## config.mk

```make
export PLATFORM = sky130hd
export DESIGN_NAME = intc_reg_front
export DESIGN_NICKNAME = d
export VERILOG_FILES = /design/src/rtl/intc_reg_pkg.sv /design/src/rtl/intc_reg_decode.sv /design/src/rtl/intc_reg_store.sv /design/src/rtl/intc_reg_rdmux.sv /design/src/rtl/intc_reg_front.sv
export SDC_FILE = /design/constraint.sdc
export NUM_CORES = 1
export LEC_CHECK = 0
export BUFFER_PORTS_ARGS = -buffer_cell sky130_fd_sc_hd__buf_2
export CAP_MARGIN = 10
export CORE_AREA = 2 2 460 462
export CTS_CLUSTER_DIAMETER = 100
export DETAILED_ROUTE_END_ITERATION = 10
export DIE_AREA = 0 0 462 464
export GPL_TIMING_DRIVEN = 0
export SYNTH_ARGS = -nofsm -noshare
export SYNTH_HDL_FRONTEND = slang
export SYNTH_SLANG_ARGS = --single-unit
```

## constraint.sdc

```tcl
create_clock -name clk -period 3.3 [get_ports clk]
set_input_delay 0 -clock clk [delete_from_list [all_inputs] [get_ports clk]]
set_output_delay 0 -clock clk [all_outputs]
set_load 0.005 [all_outputs]
```

## src/rtl/intc_reg_pkg.sv

```systemverilog
package intc_reg_pkg;

  typedef enum logic [4:0] {
    RK_ID, RK_VER, RK_TPR, RK_APR, RK_PPR, RK_EOI, RK_LDR, RK_DFR, RK_SVR,
    RK_ISR, RK_TMR, RK_IRR, RK_ESR, RK_ICRL, RK_ICRH, RK_LVT, RK_INIT,
    RK_CUR, RK_DIV, RK_BAD
  } reg_kind_e;

  localparam logic [7:0]  ESR_BAD_ADDR = 8'h80;
  localparam logic [31:0] LVT_RESET    = 32'h0001_0000;
  localparam logic [7:0]  LVT_BASE     = 8'h32;

  // Divide setting: bit3 lands on shift bit 2, then add one, wrap at 8.
  function automatic logic [2:0] div_to_shift(input logic [3:0] d);
    logic [2:0] v;
    v = {d[3], d[1:0]};
    return v + 3'd1;
  endfunction

  function automatic logic [31:0] version_word(input logic [7:0] ver,
                                               input int unsigned nlvt);
    logic [7:0] top;
    top = 8'(nlvt - 1);
    return {8'h00, top, 8'h00, ver};
  endfunction

endpackage

```

## src/rtl/intc_reg_decode.sv

```systemverilog
module intc_reg_decode
  import intc_reg_pkg::*;
#(
  parameter int NUM_LVT   = 6,
  parameter int LVT_SEL_W = 3
) (
  input  logic [7:0]           idx,
  output reg_kind_e            kind,
  output logic [2:0]           word,
  output logic [LVT_SEL_W-1:0] lvt_sel
);
  localparam int LVT_LO = int'(LVT_BASE);
  localparam int LVT_HI = LVT_LO + NUM_LVT;

  always_comb begin
    word    = idx[2:0];
    lvt_sel = LVT_SEL_W'(idx - LVT_BASE);
    kind    = RK_BAD;
    if (int'(idx) >= LVT_LO && int'(idx) < LVT_HI) begin
      kind = RK_LVT;
    end else begin
      unique case (idx)
        8'h02: kind = RK_ID;
        8'h03: kind = RK_VER;
        8'h08: kind = RK_TPR;
        8'h09: kind = RK_APR;
        8'h0A: kind = RK_PPR;
        8'h0B: kind = RK_EOI;
        8'h0D: kind = RK_LDR;
        8'h0E: kind = RK_DFR;
        8'h0F: kind = RK_SVR;
        8'h10, 8'h11, 8'h12, 8'h13, 8'h14, 8'h15, 8'h16, 8'h17: kind = RK_ISR;
        8'h18, 8'h19, 8'h1A, 8'h1B, 8'h1C, 8'h1D, 8'h1E, 8'h1F: kind = RK_TMR;
        8'h20, 8'h21, 8'h22, 8'h23, 8'h24, 8'h25, 8'h26, 8'h27: kind = RK_IRR;
        8'h28: kind = RK_ESR;
        8'h30: kind = RK_ICRL;
        8'h31: kind = RK_ICRH;
        8'h38: kind = RK_INIT;
        8'h39: kind = RK_CUR;
        8'h3E: kind = RK_DIV;
        default: kind = RK_BAD;
      endcase
    end
  end
endmodule

```

## src/rtl/intc_reg_store.sv

```systemverilog
module intc_reg_store
  import intc_reg_pkg::*;
#(
  parameter int NUM_LVT   = 6,
  parameter int LVT_SEL_W = 3
) (
  input  logic                    clk,
  input  logic                    rst_n,
  input  logic                    wr_en,
  input  logic                    err_set,
  input  reg_kind_e               kind,
  input  logic [LVT_SEL_W-1:0]    lvt_sel,
  input  logic [31:0]             wdata,
  output logic [7:0]              id_q,
  output logic [7:0]              tpr_q,
  output logic [7:0]              ldr_q,
  output logic [3:0]              model_q,
  output logic [8:0]              svr_q,
  output logic [7:0]              esr_q,
  output logic [31:0]             icr_lo_q,
  output logic [31:0]             icr_hi_q,
  output logic [NUM_LVT*32-1:0]   lvt_flat,
  output logic [31:0]             init_q,
  output logic [3:0]              div_q,
  output logic [NUM_LVT-1:0]      lvt_wr,
  output logic                    init_wr,
  output logic                    eoi,
  output logic                    send,
  output logic [7:0]              send_dest,
  output logic [7:0]              send_vec,
  output logic [2:0]              send_dmode,
  output logic                    send_destmode,
  output logic                    send_trig
);
  // named write events, one per register group
  logic ev_send, ev_eoi, ev_init, ev_lvt;
  assign ev_send = wr_en && (kind == RK_ICRL);
  assign ev_eoi  = wr_en && (kind == RK_EOI);
  assign ev_init = wr_en && (kind == RK_INIT);
  assign ev_lvt  = wr_en && (kind == RK_LVT);

  always_ff @(posedge clk) begin
    if (!rst_n) begin
      id_q <= '0; tpr_q <= '0; ldr_q <= '0; model_q <= 4'hF;
      svr_q <= 9'h0FF; esr_q <= '0; icr_lo_q <= '0; icr_hi_q <= '0;
      init_q <= '0; div_q <= '0;
      init_wr <= 1'b0; eoi <= 1'b0; send <= 1'b0;
      send_dest <= '0; send_vec <= '0; send_dmode <= '0;
      send_destmode <= 1'b0; send_trig <= 1'b0;
    end else begin
      init_wr <= ev_init;
      eoi     <= ev_eoi;
      send    <= ev_send;
      if (err_set) esr_q <= esr_q | ESR_BAD_ADDR;
      if (ev_send) begin
        send_dest     <= icr_hi_q[31:24];
        send_vec      <= wdata[7:0];
        send_dmode    <= wdata[10:8];
        send_destmode <= wdata[11];
        send_trig     <= wdata[15];
      end
      if (wr_en) begin
        case (kind)
          RK_ID:   id_q     <= wdata[31:24];
          RK_TPR:  tpr_q    <= wdata[7:0];
          RK_LDR:  ldr_q    <= wdata[31:24];
          RK_DFR:  model_q  <= wdata[31:28];
          RK_SVR:  svr_q    <= wdata[8:0];
          RK_ICRL: icr_lo_q <= wdata;
          RK_ICRH: icr_hi_q <= wdata;
          RK_INIT: init_q   <= wdata;
          RK_DIV:  div_q    <= wdata[3:0] & 4'hB;
          default: ;
        endcase
      end
    end
  end

  for (genvar g = 0; g < NUM_LVT; g++) begin : g_lvt
    logic hit;
    assign hit = ev_lvt && (lvt_sel == LVT_SEL_W'(g));
    always_ff @(posedge clk) begin
      if (!rst_n) begin
        lvt_flat[g*32 +: 32] <= LVT_RESET;
        lvt_wr[g]            <= 1'b0;
      end else begin
        lvt_wr[g] <= hit;
        if (hit) lvt_flat[g*32 +: 32] <= wdata;
      end
    end
  end

  // at most one event pulse per cycle
  p_pulse_excl_r7: assert property (@(posedge clk) disable iff (!rst_n)
    $onehot0({send, eoi, init_wr, |lvt_wr}))
    else $error("event pulses overlap");

  // error bit is sticky
  p_esr_sticky_r9: assert property (@(posedge clk) disable iff (!rst_n)
    esr_q[7] |=> esr_q[7])
    else $error("error bit cleared");

  // a send pulse lasts exactly one cycle when no new send follows
  p_send_single_r7: assert property (@(posedge clk) disable iff (!rst_n)
    (send && !ev_send) |=> !send)
    else $error("send pulse stretched");
endmodule

```

## src/rtl/intc_reg_rdmux.sv

```systemverilog
module intc_reg_rdmux
  import intc_reg_pkg::*;
#(
  parameter int         NUM_LVT   = 6,
  parameter int         LVT_SEL_W = 3,
  parameter int         ARR_WORDS = 8,
  parameter logic [7:0] VERSION   = 8'h14
) (
  input  reg_kind_e                kind,
  input  logic [2:0]               word,
  input  logic [LVT_SEL_W-1:0]     lvt_sel,
  input  logic [ARR_WORDS*32-1:0]  isr_bits,
  input  logic [ARR_WORDS*32-1:0]  tmr_bits,
  input  logic [ARR_WORDS*32-1:0]  irr_bits,
  input  logic [7:0]               ppr_val,
  input  logic [31:0]              cur_count,
  input  logic [7:0]               id_q,
  input  logic [7:0]               tpr_q,
  input  logic [7:0]               ldr_q,
  input  logic [3:0]               model_q,
  input  logic [8:0]               svr_q,
  input  logic [7:0]               esr_q,
  input  logic [31:0]              icr_lo_q,
  input  logic [31:0]              icr_hi_q,
  input  logic [NUM_LVT*32-1:0]    lvt_flat,
  input  logic [31:0]              init_q,
  input  logic [3:0]               div_q,
  output logic [31:0]              rdata
);
  logic word_ok;
  assign word_ok = 32'(word) < ARR_WORDS;

  always_comb begin
    rdata = '0;
    unique case (kind)
      RK_ID:   rdata = {id_q, 24'h0};
      RK_VER:  rdata = version_word(VERSION, NUM_LVT);
      RK_TPR:  rdata = {24'h0, tpr_q};
      RK_APR:  rdata = '0;
      RK_PPR:  rdata = {24'h0, ppr_val};
      RK_EOI:  rdata = '0;
      RK_LDR:  rdata = {ldr_q, 24'h0};
      RK_DFR:  rdata = {model_q, 28'hFFF_FFFF};
      RK_SVR:  rdata = {23'h0, svr_q};
      RK_ISR:  rdata = word_ok ? isr_bits[32*word +: 32] : '0;
      RK_TMR:  rdata = word_ok ? tmr_bits[32*word +: 32] : '0;
      RK_IRR:  rdata = word_ok ? irr_bits[32*word +: 32] : '0;
      RK_ESR:  rdata = {24'h0, esr_q};
      RK_ICRL: rdata = icr_lo_q;
      RK_ICRH: rdata = icr_hi_q;
      RK_LVT:  rdata = lvt_flat[32*lvt_sel +: 32];
      RK_INIT: rdata = init_q;
      RK_CUR:  rdata = cur_count;
      RK_DIV:  rdata = {28'h0, div_q};
      default: rdata = '0;
    endcase
  end
endmodule

```

## src/rtl/intc_reg_front.sv

```systemverilog
module intc_reg_front
  import intc_reg_pkg::*;
#(
  parameter int         NUM_LVT   = 6,
  parameter int         ARR_WORDS = 8,
  parameter logic [7:0] VERSION   = 8'h14
) (
  input  logic                     clk,
  input  logic                     rst_n,
  input  logic                     bus_valid,
  input  logic                     bus_write,
  input  logic [11:0]              bus_addr,
  input  logic [3:0]               bus_be,
  input  logic [31:0]              bus_wdata,
  output logic                     bus_ready,
  output logic                     rsp_valid,
  output logic [31:0]              rsp_rdata,
  input  logic [ARR_WORDS*32-1:0]  isr_bits,
  input  logic [ARR_WORDS*32-1:0]  tmr_bits,
  input  logic [ARR_WORDS*32-1:0]  irr_bits,
  input  logic [7:0]               ppr_val,
  input  logic [31:0]              cur_count,
  output logic [7:0]               id_o,
  output logic [7:0]               tpr_o,
  output logic [7:0]               ldr_o,
  output logic [3:0]               model_o,
  output logic [8:0]               svr_o,
  output logic [7:0]               esr_o,
  output logic [NUM_LVT*32-1:0]    lvt_o,
  output logic [NUM_LVT-1:0]       lvt_wr_o,
  output logic [31:0]              init_count_o,
  output logic                     init_wr_o,
  output logic [2:0]               div_shift_o,
  output logic                     eoi_o,
  output logic                     send_o,
  output logic [7:0]               send_dest_o,
  output logic [7:0]               send_vec_o,
  output logic [2:0]               send_dmode_o,
  output logic                     send_destmode_o,
  output logic                     send_trig_o
);
  localparam int LVT_SEL_W = (NUM_LVT > 1) ? $clog2(NUM_LVT) : 1;

  reg_kind_e              kind;
  logic [2:0]             word;
  logic [LVT_SEL_W-1:0]   lvt_sel;
  logic                   full_acc, wr_en, rd_en, err_set;
  logic [31:0]            icr_lo_q, icr_hi_q, mux_data;
  logic [3:0]             div_q;

  assign bus_ready = 1'b1;
  assign full_acc  = bus_valid && (bus_be == 4'hF);
  assign wr_en     = full_acc && bus_write;
  assign rd_en     = bus_valid && !bus_write;
  assign err_set   = full_acc && (kind == RK_BAD);

  intc_reg_decode #(.NUM_LVT(NUM_LVT), .LVT_SEL_W(LVT_SEL_W)) u_dec (
    .idx(bus_addr[11:4]), .kind(kind), .word(word), .lvt_sel(lvt_sel));

  intc_reg_store #(.NUM_LVT(NUM_LVT), .LVT_SEL_W(LVT_SEL_W)) u_store (
    .clk(clk), .rst_n(rst_n), .wr_en(wr_en), .err_set(err_set), .kind(kind),
    .lvt_sel(lvt_sel), .wdata(bus_wdata),
    .id_q(id_o), .tpr_q(tpr_o), .ldr_q(ldr_o), .model_q(model_o),
    .svr_q(svr_o), .esr_q(esr_o), .icr_lo_q(icr_lo_q), .icr_hi_q(icr_hi_q),
    .lvt_flat(lvt_o), .init_q(init_count_o), .div_q(div_q),
    .lvt_wr(lvt_wr_o), .init_wr(init_wr_o), .eoi(eoi_o), .send(send_o),
    .send_dest(send_dest_o), .send_vec(send_vec_o), .send_dmode(send_dmode_o),
    .send_destmode(send_destmode_o), .send_trig(send_trig_o));

  intc_reg_rdmux #(.NUM_LVT(NUM_LVT), .LVT_SEL_W(LVT_SEL_W),
                   .ARR_WORDS(ARR_WORDS), .VERSION(VERSION)) u_mux (
    .kind(kind), .word(word), .lvt_sel(lvt_sel),
    .isr_bits(isr_bits), .tmr_bits(tmr_bits), .irr_bits(irr_bits),
    .ppr_val(ppr_val), .cur_count(cur_count),
    .id_q(id_o), .tpr_q(tpr_o), .ldr_q(ldr_o), .model_q(model_o),
    .svr_q(svr_o), .esr_q(esr_o), .icr_lo_q(icr_lo_q), .icr_hi_q(icr_hi_q),
    .lvt_flat(lvt_o), .init_q(init_count_o), .div_q(div_q), .rdata(mux_data));

  assign div_shift_o = div_to_shift(div_q);

  always_ff @(posedge clk) begin
    if (!rst_n) begin
      rsp_valid <= 1'b0;
      rsp_rdata <= '0;
    end else begin
      rsp_valid <= rd_en;
      rsp_rdata <= (rd_en && full_acc) ? mux_data : '0;
    end
  end

  // every read gets a response next cycle, writes get none
  p_rd_resp_r14: assert property (@(posedge clk) disable iff (!rst_n)
    bus_valid |=> (rsp_valid == !$past(bus_write)))
    else $error("response mismatch");

  // a narrow access leaves stored state and error status alone
  p_narrow_r11: assert property (@(posedge clk) disable iff (!rst_n)
    (bus_valid && bus_be != 4'hF) |=>
      ($stable(id_o) && $stable(tpr_o) && $stable(esr_o) && $stable(lvt_o)
       && !send_o && !eoi_o))
    else $error("narrow access had an effect");

  // full write to the EOI index pulses eoi_o next cycle
  p_eoi_r10: assert property (@(posedge clk) disable iff (!rst_n)
    (bus_valid && bus_write && bus_be == 4'hF && bus_addr[11:4] == 8'h0B)
      |=> eoi_o)
    else $error("missing eoi pulse");

  // low command word write launches a send carrying its vector
  p_send_r7: assert property (@(posedge clk) disable iff (!rst_n)
    (bus_valid && bus_write && bus_be == 4'hF && bus_addr[11:4] == 8'h30)
      |=> (send_o && send_vec_o == $past(bus_wdata[7:0])))
    else $error("send not launched");
endmodule

```

==> out/qor.csv, run 1 <==
metric,value,unit
slowest CP cell,sky130_fd_sc_hd__a222oi_1,
area occupied by registers,0.00759,mm2
proportion of register bits with asynchronous set or reset after synthesis,0,%
CP arrival,3.89,ns
number of maximum-capacitance violations,0,
Worst path max stage delay,0.96,ns
most common cell in the synthesized netlist,sky130_fd_sc_hd__nand2_1,
list of cells traversed by the critical path,buf_8 -> buf_12 -> clkbuf_16 -> clkinv_16 -> clkbuf_16 -> ha_4 -> nor3b_2 -> o2111ai_2 -> buf_4 -> nor2b_4 -> a21oi_4 -> nor3_4 -> clkbuf_8 -> a222oi_1 -> nand4_1 -> nand2_2 -> o2111ai_2,
number of different library cells in the post-synthesis netlist,72,
"Clk pin slew, worst setup/hold paths",0.07,ns
routability congestion estimate from global placement,0.998,
failing checks,negative setup slack,
status,"finished, violations left",
sum of overflow across all layers after global routing,0,
row count,168,
part of the cycle the worst path needs,102,%
register bit total from synthesis,379,
wire length of the first global-routing pass,342000,um
multi-input logic area,0.0152,mm2
starting density of the core,11.3,%
number of antenna-violating nets in the routed design,0,
Clock H-tree levels,2,
number of max-slew violations in the final report,0,
Via Count,32800,
ranking of synthesized cells by area,"sky130_fd_sc_hd__dfxtp_1, sky130_fd_sc_hd__nand2_1, sky130_fd_sc_hd__mux4_2, sky130_fd_sc_hd__a21boi_0, sky130_fd_sc_hd__mux2i_1",
maximum number of pins on one net before global-route repair,20,
DRT Pass-1 Iters,8,
placement-stage worst setup slack,-4.87,ns
filler-free cell count of the finished design,7348,
Yosys warning total,0,
Placed Instances,7030,
kind of critical path,primary input to flip-flop,
number of input and output port buffers inserted,1166,
count of flip-flops with a built-in enable after synthesis,0,
Fin Clk Skew,0.0226,ns
most used flip-flop cell after synthesis,sky130_fd_sc_hd__dfxtp_1,
final-report hold violation count,0,
average size of a mapped cell,7.81,um2
worst slew pin tran,1.19,ns
aggregate routed wire length,280000,um
number of vias per cell after detailed routing,4.47,
Final HPWL DP,243000,um
final routed DRC violation total,0,
upper clock frequency limit,297,MHz
boundary pin count,1196,
setup repair after global routing missed its margin,true,
Max clock buf depth,3,
fraction of layout instances using a drive strength above 1,37.0,%
worst-path fanout max,10,
clock latency of the later-clocked register in the worst-skew pair,0.66,ns
Final nets,5308,
Die Y,464,um
total power,13600,uW
power density over cell area,360,mW/mm2
time the worst path needs with I/O delays and setup,3.37,ns
kind of end point of the critical path,flip-flop,
minimum setup slack in the final design,-0.0678,ns
via count of the first global-routing pass,31500,
cell area reported after detailed placement,0.0334,mm2
proportion of netlist area held by the largest area contributor,32.0,%
maximum vdd drop,354,uV
final-layout fill cell count,23800,
drt initial violations,3488,
number of buffers inserted during clock tree synthesis,47,
count of mapped cells out of synthesis,3034,
element type at the critical path start,primary input,
die boundary width,462,um
classification of the worst-slack hold path,primary input to flip-flop,
Static Leakage,0.0154,uW
Layout Cell Area excl Fill,0.0378,mm2
area of the core,0.209,mm2
Area Growth Syn to Fin,59.8,%
root buffer cell,sky130_fd_sc_hd__clkbuf_16,
clock sink count,379,
largest area contributor in the netlist,sky130_fd_sc_hd__dfxtp_1,
leading cell types by count after synthesis,"sky130_fd_sc_hd__nand2_1, sky130_fd_sc_hd__dfxtp_1, sky130_fd_sc_hd__a21boi_0",
CTS tree,built,
overall routing resource usage,24.8,%
antenna violations before repair,173,
average wire length per cell after detail routing,38.1,um
proportion of synthesized chip area in sequential cells,32.0,%
count of final setup violators,3,
max_slew headroom,20.5,%
cell area after technology mapping,0.0237,mm2
critical path data required time,3.82,ns
area enclosed by the die boundary,0.214,mm2
flip-flops by register name (all words and copies together) (netlist names), 2 cells and up:
signal	flops
rsp_rdata	32
u_store.div_q	3
u_store.icr_hi_q	32
u_store.icr_lo_q	23
u_store.id_q	8
u_store.init_q	32
u_store.ldr_q	8
u_store.lvt_flat	192
u_store.lvt_wr	6
u_store.model_q	4
u_store.send_dest	8
u_store.send_dmode	2
u_store.send_vec	7
u_store.svr_q	9
u_store.tpr_q	8
critical path, delay by kind of cell:
family | cells | cell delay, ns
AO/OA/AOI/OAI | 4 | 1.53
adder cells (fa/ha/maj) | 1 | 0.18
buffers and inverters | 7 | 1.05
AND/OR/NAND/NOR | 5 | 1.09
final cells by class:
class / count / area share (%)
Timing Repair Buffer: 1358 / 20.6
Buffer: 317 / 4.76
Sequential cell: 379 / 20.1
Multi-Input combinational cell: 2333 / 40.1
Antenna cell: 64 / 0.423
Inverter: 5 / 0.162
Tap cell: 2805 / 9.28
Clock buffer: 62 / 3.55
Clock inverter: 25 / 1.12
cell usage in the layout (no fill, tap or decap), types with 10 or more instances in the layout:
cell and count:
sky130_fd_sc_hd__clkbuf_8 12, sky130_fd_sc_hd__dfxtp_1 379, sky130_fd_sc_hd__buf_4 86, sky130_fd_sc_hd__a21boi_1 32, sky130_fd_sc_hd__nor3_1 10, sky130_fd_sc_hd__o22ai_1 26
sky130_fd_sc_hd__nand4_1 15, sky130_fd_sc_hd__a221o_1 16, sky130_fd_sc_hd__a221oi_1 17, sky130_fd_sc_hd__diode_2 64, sky130_fd_sc_hd__buf_12 11, sky130_fd_sc_hd__o21ai_0 41
sky130_fd_sc_hd__a311oi_1 16, sky130_fd_sc_hd__and2_1 10, sky130_fd_sc_hd__a21boi_0 286, sky130_fd_sc_hd__nand2_1 991, sky130_fd_sc_hd__o221ai_1 32, sky130_fd_sc_hd__a21oi_1 121
sky130_fd_sc_hd__a31oi_1 64, sky130_fd_sc_hd__mux2i_1 127, sky130_fd_sc_hd__clkbuf_2 37, sky130_fd_sc_hd__and3_1 12, sky130_fd_sc_hd__a22oi_1 49, sky130_fd_sc_hd__nor2_1 86
sky130_fd_sc_hd__o211ai_1 37, sky130_fd_sc_hd__nand3_1 73, sky130_fd_sc_hd__buf_6 19, sky130_fd_sc_hd__clkbuf_1 148, sky130_fd_sc_hd__mux4_2 97, sky130_fd_sc_hd__dlygate4sd3_1 128
sky130_fd_sc_hd__clkbuf_16 51, sky130_fd_sc_hd__buf_2 1217
worst paths after layout:
path,cells after the start,startpoint,to,slack (ns)
setup / recovery,17,bus_addr[5],rsp_rdata[31]$_SDFF_PN0_,-0.07
hold / removal,6,isr_bits[90],rsp_rdata[26]$_SDFF_PN0_,0.02
setup reg to reg,7,u_store.lvt_flat[63]$_SDFFE_PN0P_,rsp_rdata[31]$_SDFF_PN0_,0.18
hold reg to reg,2,u_store.icr_lo_q[27]$_SDFFE_PN0P_,u_store.icr_lo_q[27]$_SDFFE_PN0P_,0.47
metrics by stage:
step                      hold slack (ns)  TNS (ns)  util, %
after CTS                        0.000298         0     17.9
after floorplan                     0.156         0        -
final                              0.0171    -0.116     18.1
after global routing               0.0189   -0.0651     18.1
after global placement              0.279  -1482.09     15.8
after detailed placement            0.288  -1463.09     16.0
per-layer routing:
metal / track usage (%) / share of wire [%] / wire (um) / up-vias
li1: - / - / - / 13700
met3: 5.21 / 7.1 / 19900 / 648
met1: 26.2 / 35 / 98200 / 16200
met2: 44.6 / 50 / 140000 / 2274
met4: 15.5 / 7.8 / 21900 / 18
met5: 0 / 0.039 / 110 / -
cells by family after synthesis:
| family | share of synthesized area (%) |
|---|---|
| and+or+nand+nor | 21.6 |
| AOI/OAI and AO/OA | 24.8 |
| DFF | 32.0 |
| buffers and inverters | 6.13 |
| muxes | 15.0 |
| adders and majority gates | 0.370 |
| xor gates and xnor gates | 0.111 |
| other | 0.0317 |
what timing repair did:
action                                  CTS  global route
pin swaps                                22            12
resized for setup                       202            54
setup buffers                            39             5
hold endpoints to repair                174             0
hold buffers                            128             0
endpoints found under the setup margin  378           242
power breakdown:
group	internal, uW	switching, uW
clock	3610	2440
sequential	4570	0.804
combinational	1110	1890
total	9300	4330
Power figures use the tool's default switching activity.
==> inputs of run 2 (changes only) <==
--- a/config.mk
+++ b/config.mk
@@ -8,6 +8,7 @@
 export BUFFER_PORTS_ARGS = -buffer_cell sky130_fd_sc_hd__buf_2
 export CAP_MARGIN = 10
 export CORE_AREA = 2 2 460 462
+export CTS_BUF_LIST = sky130_fd_sc_hd__clkbuf_16
 export CTS_CLUSTER_DIAMETER = 100
 export DETAILED_ROUTE_END_ITERATION = 10
 export DIE_AREA = 0 0 462 464
==> out/qor.csv, run 2 (synthesis gave the netlist of run 1 again) <==
metric,value,unit,change
status,"finished, violations left",,
failing checks,negative setup slack,,
max_slew headroom,22.6,%,+2.2 points
internal power consumption,9070,uW,-2.4%
count of final setup violators,3,,unchanged
drt initial violations,3684,,+5.6%
Max clock buf depth,3,,unchanged
number of vias per cell after detailed routing,4.47,,about the same
element type at the critical path start,primary input,,
Clock H-tree levels,2,,unchanged
CP arrival,3.87,ns,-0.02 ns
maximum vdd drop,353,uV,-0.30%
routability congestion estimate from global placement,0.998,,unchanged
time the worst path needs with I/O delays and setup,3.34,ns,-0.0270 ns
most frequent standard cell in the layout excluding fill and tap cells,sky130_fd_sc_hd__buf_2,,
Reg with most FFs,u_store.lvt_flat,,
clock latency of the later-clocked register in the worst-skew pair,0.65,ns,about the same
Sequential Power Share,34.2,%,+0.6 points
fraction of layout instances using a drive strength above 1,36.9,%,-0.12 points
Die Y,464,um,unchanged
aggregate routed wire length,279000,um,-0.14%
Layout Cell Area excl Fill,0.0377,mm2,-0.31%
final-layout fill cell count,23700,,-0.025%
number of max-slew violations in the final report,0,,unchanged
classification of the worst-slack hold path,primary input to flip-flop,,
number of antenna-violating nets in the routed design,0,,unchanged
clock sink count,379,,unchanged
row count,168,,unchanged
critical path data required time,3.83,ns,about the same
area of the core,0.209,mm2,unchanged
upper clock frequency limit,299,MHz,+0.81%
overall routing resource usage,24.8,%,about the same
starting density of the core,11.3,%,unchanged
root buffer cell,sky130_fd_sc_hd__clkbuf_16,,
Final nets,5306,,-0.038%
cell area reported after detailed placement,0.0334,mm2,unchanged
area enclosed by the die boundary,0.214,mm2,unchanged
Sw Share,32.2,%,+0.48 points
kind of critical path,primary input to flip-flop,,
Fin Clk Skew,0.0227,ns,+0.000130 ns
total net switching power,4320,uW,-0.27%
list of cells traversed by the critical path,buf_2 -> buf_12 -> buf_6 -> buf_6 -> clkbuf_2 -> buf_12 -> clkbuf_1 -> mux2i_1 -> o22ai_1 -> o211ai_1 -> a21oi_1 -> a221o_1,,
area occupied by registers,0.00759,mm2,unchanged
final routed DRC violation total,0,,unchanged
Final HPWL DP,243000,um,unchanged
final-report hold violation count,0,,unchanged
antenna violations before repair,175,,+1.2%
die boundary width,462,um,unchanged
Static Leakage,0.0154,uW,-0.19%
"commonest non-fill, non-tap cells in the layout","sky130_fd_sc_hd__buf_2, sky130_fd_sc_hd__nand2_1, sky130_fd_sc_hd__dfxtp_1, sky130_fd_sc_hd__a21boi_0, sky130_fd_sc_hd__clkbuf_1",,
total power,13400,uW,-1.7%
Crit path buffers/inverters,7,,unchanged
average wire length per cell after detail routing,38.1,um,about the same
worst-path fanout max,10,,unchanged
via count of the first global-routing pass,31500,,-0.067%
CTS tree,built,,
maximum number of pins on one net before global-route repair,15,,-25%
setup repair after global routing missed its margin,true,,
number of maximum-capacitance violations,0,,unchanged
flip-flop count of the largest register after layout,192,,unchanged
minimum setup slack in the final design,-0.0408,ns,+0.0270 ns
worst slew pin tran,1.16,ns,-0.0326 ns
multi-input logic area,0.0152,mm2,about the same
part of the cycle the worst path needs,101,%,-0.82 points
sum of overflow across all layers after global routing,0,,unchanged
kind of end point of the critical path,flip-flop,,
Area Growth Syn to Fin,59.3,%,
clock share of power,43.5,%,-0.9 points
Placed Instances,7030,,unchanged
"Clk pin slew, worst setup/hold paths",0.06,ns,about the same
boundary pin count,1196,,unchanged
DRT Pass-1 Iters,8,,unchanged
largest delay contributor family on the critical path,buffers and inverters,,
Worst path max stage delay,0.80,ns,-0.16 ns
filler-free cell count of the finished design,7337,,-0.15%
combinational cell fraction of total power,22.3,%,+0.3 points
number of input and output port buffers inserted,1166,,unchanged
slowest CP cell,sky130_fd_sc_hd__clkbuf_1,,
Via Count,32800,,-0.12%
number of buffers inserted during clock tree synthesis,47,,unchanged
wire length of the first global-routing pass,342000,um,-0.10%
power density over cell area,355,mW/mm2,-1.4%
## run 2: metal layers
| metal | wire length (um) | GRT usage (%) |
|---|---|---|
| met1 | 97800 | 26.1 |
| met2 | 139000 | 44.5 |
| met3 | 19800 | 5.27 |
| met4 | 22100 | 15.8 |
| met5 | 130 | 0 |
## run 2: worst paths after layout
kind,cells past startpoint,startpoint,slack [ns],end
min,6,isr_bits[58],0.008,rsp_rdata[26]$_SDFF_PN0_
max reg2reg,7,u_store.lvt_flat[63]$_SDFFE_PN0P_,0.26,rsp_rdata[31]$_SDFF_PN0_
max,12,bus_addr[4],-0.04,rsp_rdata[9]$_SDFF_PN0_
min reg2reg,2,u_store.icr_lo_q[27]$_SDFFE_PN0P_,0.47,u_store.icr_lo_q[27]$_SDFFE_PN0P_
## run 2: through the flow
step | worst slack (ns) | util [%] | hold slack (ns) | setup TNS [ns]
CTS | 0.000641 | 17.9 | 0.0000273 | 0
floorplan | 0.0302 | - | 0.156 | 0
global route | -0.0265 | 18.0 | 0.0169 | -0.123
detailed placement | -4.87 | 16.0 | 0.288 | -1463.09
finish | -0.0408 | 18.0 | 0.00806 | -0.0529
global placement | -7.27 | 15.8 | 0.279 | -1482.09
## run 2: cell type report
type	instances	area share, %
multi-input cells	2333	40.2
repair buffers	1356	20.6
flip-flops and latches	379	20.1
well taps	2805	9.30
plain buffers	317	4.82
clock buffers	48	3.18
clock inverters	39	1.26
diodes	55	0.365
inverters	5	0.163
## run 2: worst register-to-register path, stage by stage, from the launching register on
cell	delay, ns
sky130_fd_sc_hd__dfxtp_1	0.32
sky130_fd_sc_hd__mux4_2	0.47
sky130_fd_sc_hd__nand2_1	0.16
sky130_fd_sc_hd__o21ai_2	0.12
sky130_fd_sc_hd__a222oi_1	0.99
sky130_fd_sc_hd__nand4_1	0.40
sky130_fd_sc_hd__nand2_2	0.31
sky130_fd_sc_hd__o2111ai_2	0.14
## run 2: power by group through the flow
stage               logic (uW)  clock network (uW)  registers [uW]
finish                    2990                5820            4580
global route              3070                6050            4570
CTS                       2950                5880            4580
detailed placement        2660                   0            4680
global placement          2630                   0            4680
floorplan                  949                   0            4680
## run 2: timing repair
action	4_1_cts	5_1_grt
gates resized for setup	200	60
hold buffers	124	0
setup endpoints to repair	378	263
endpoints found under the hold margin	174	0
setup buffers	40	5
pin swaps	22	15
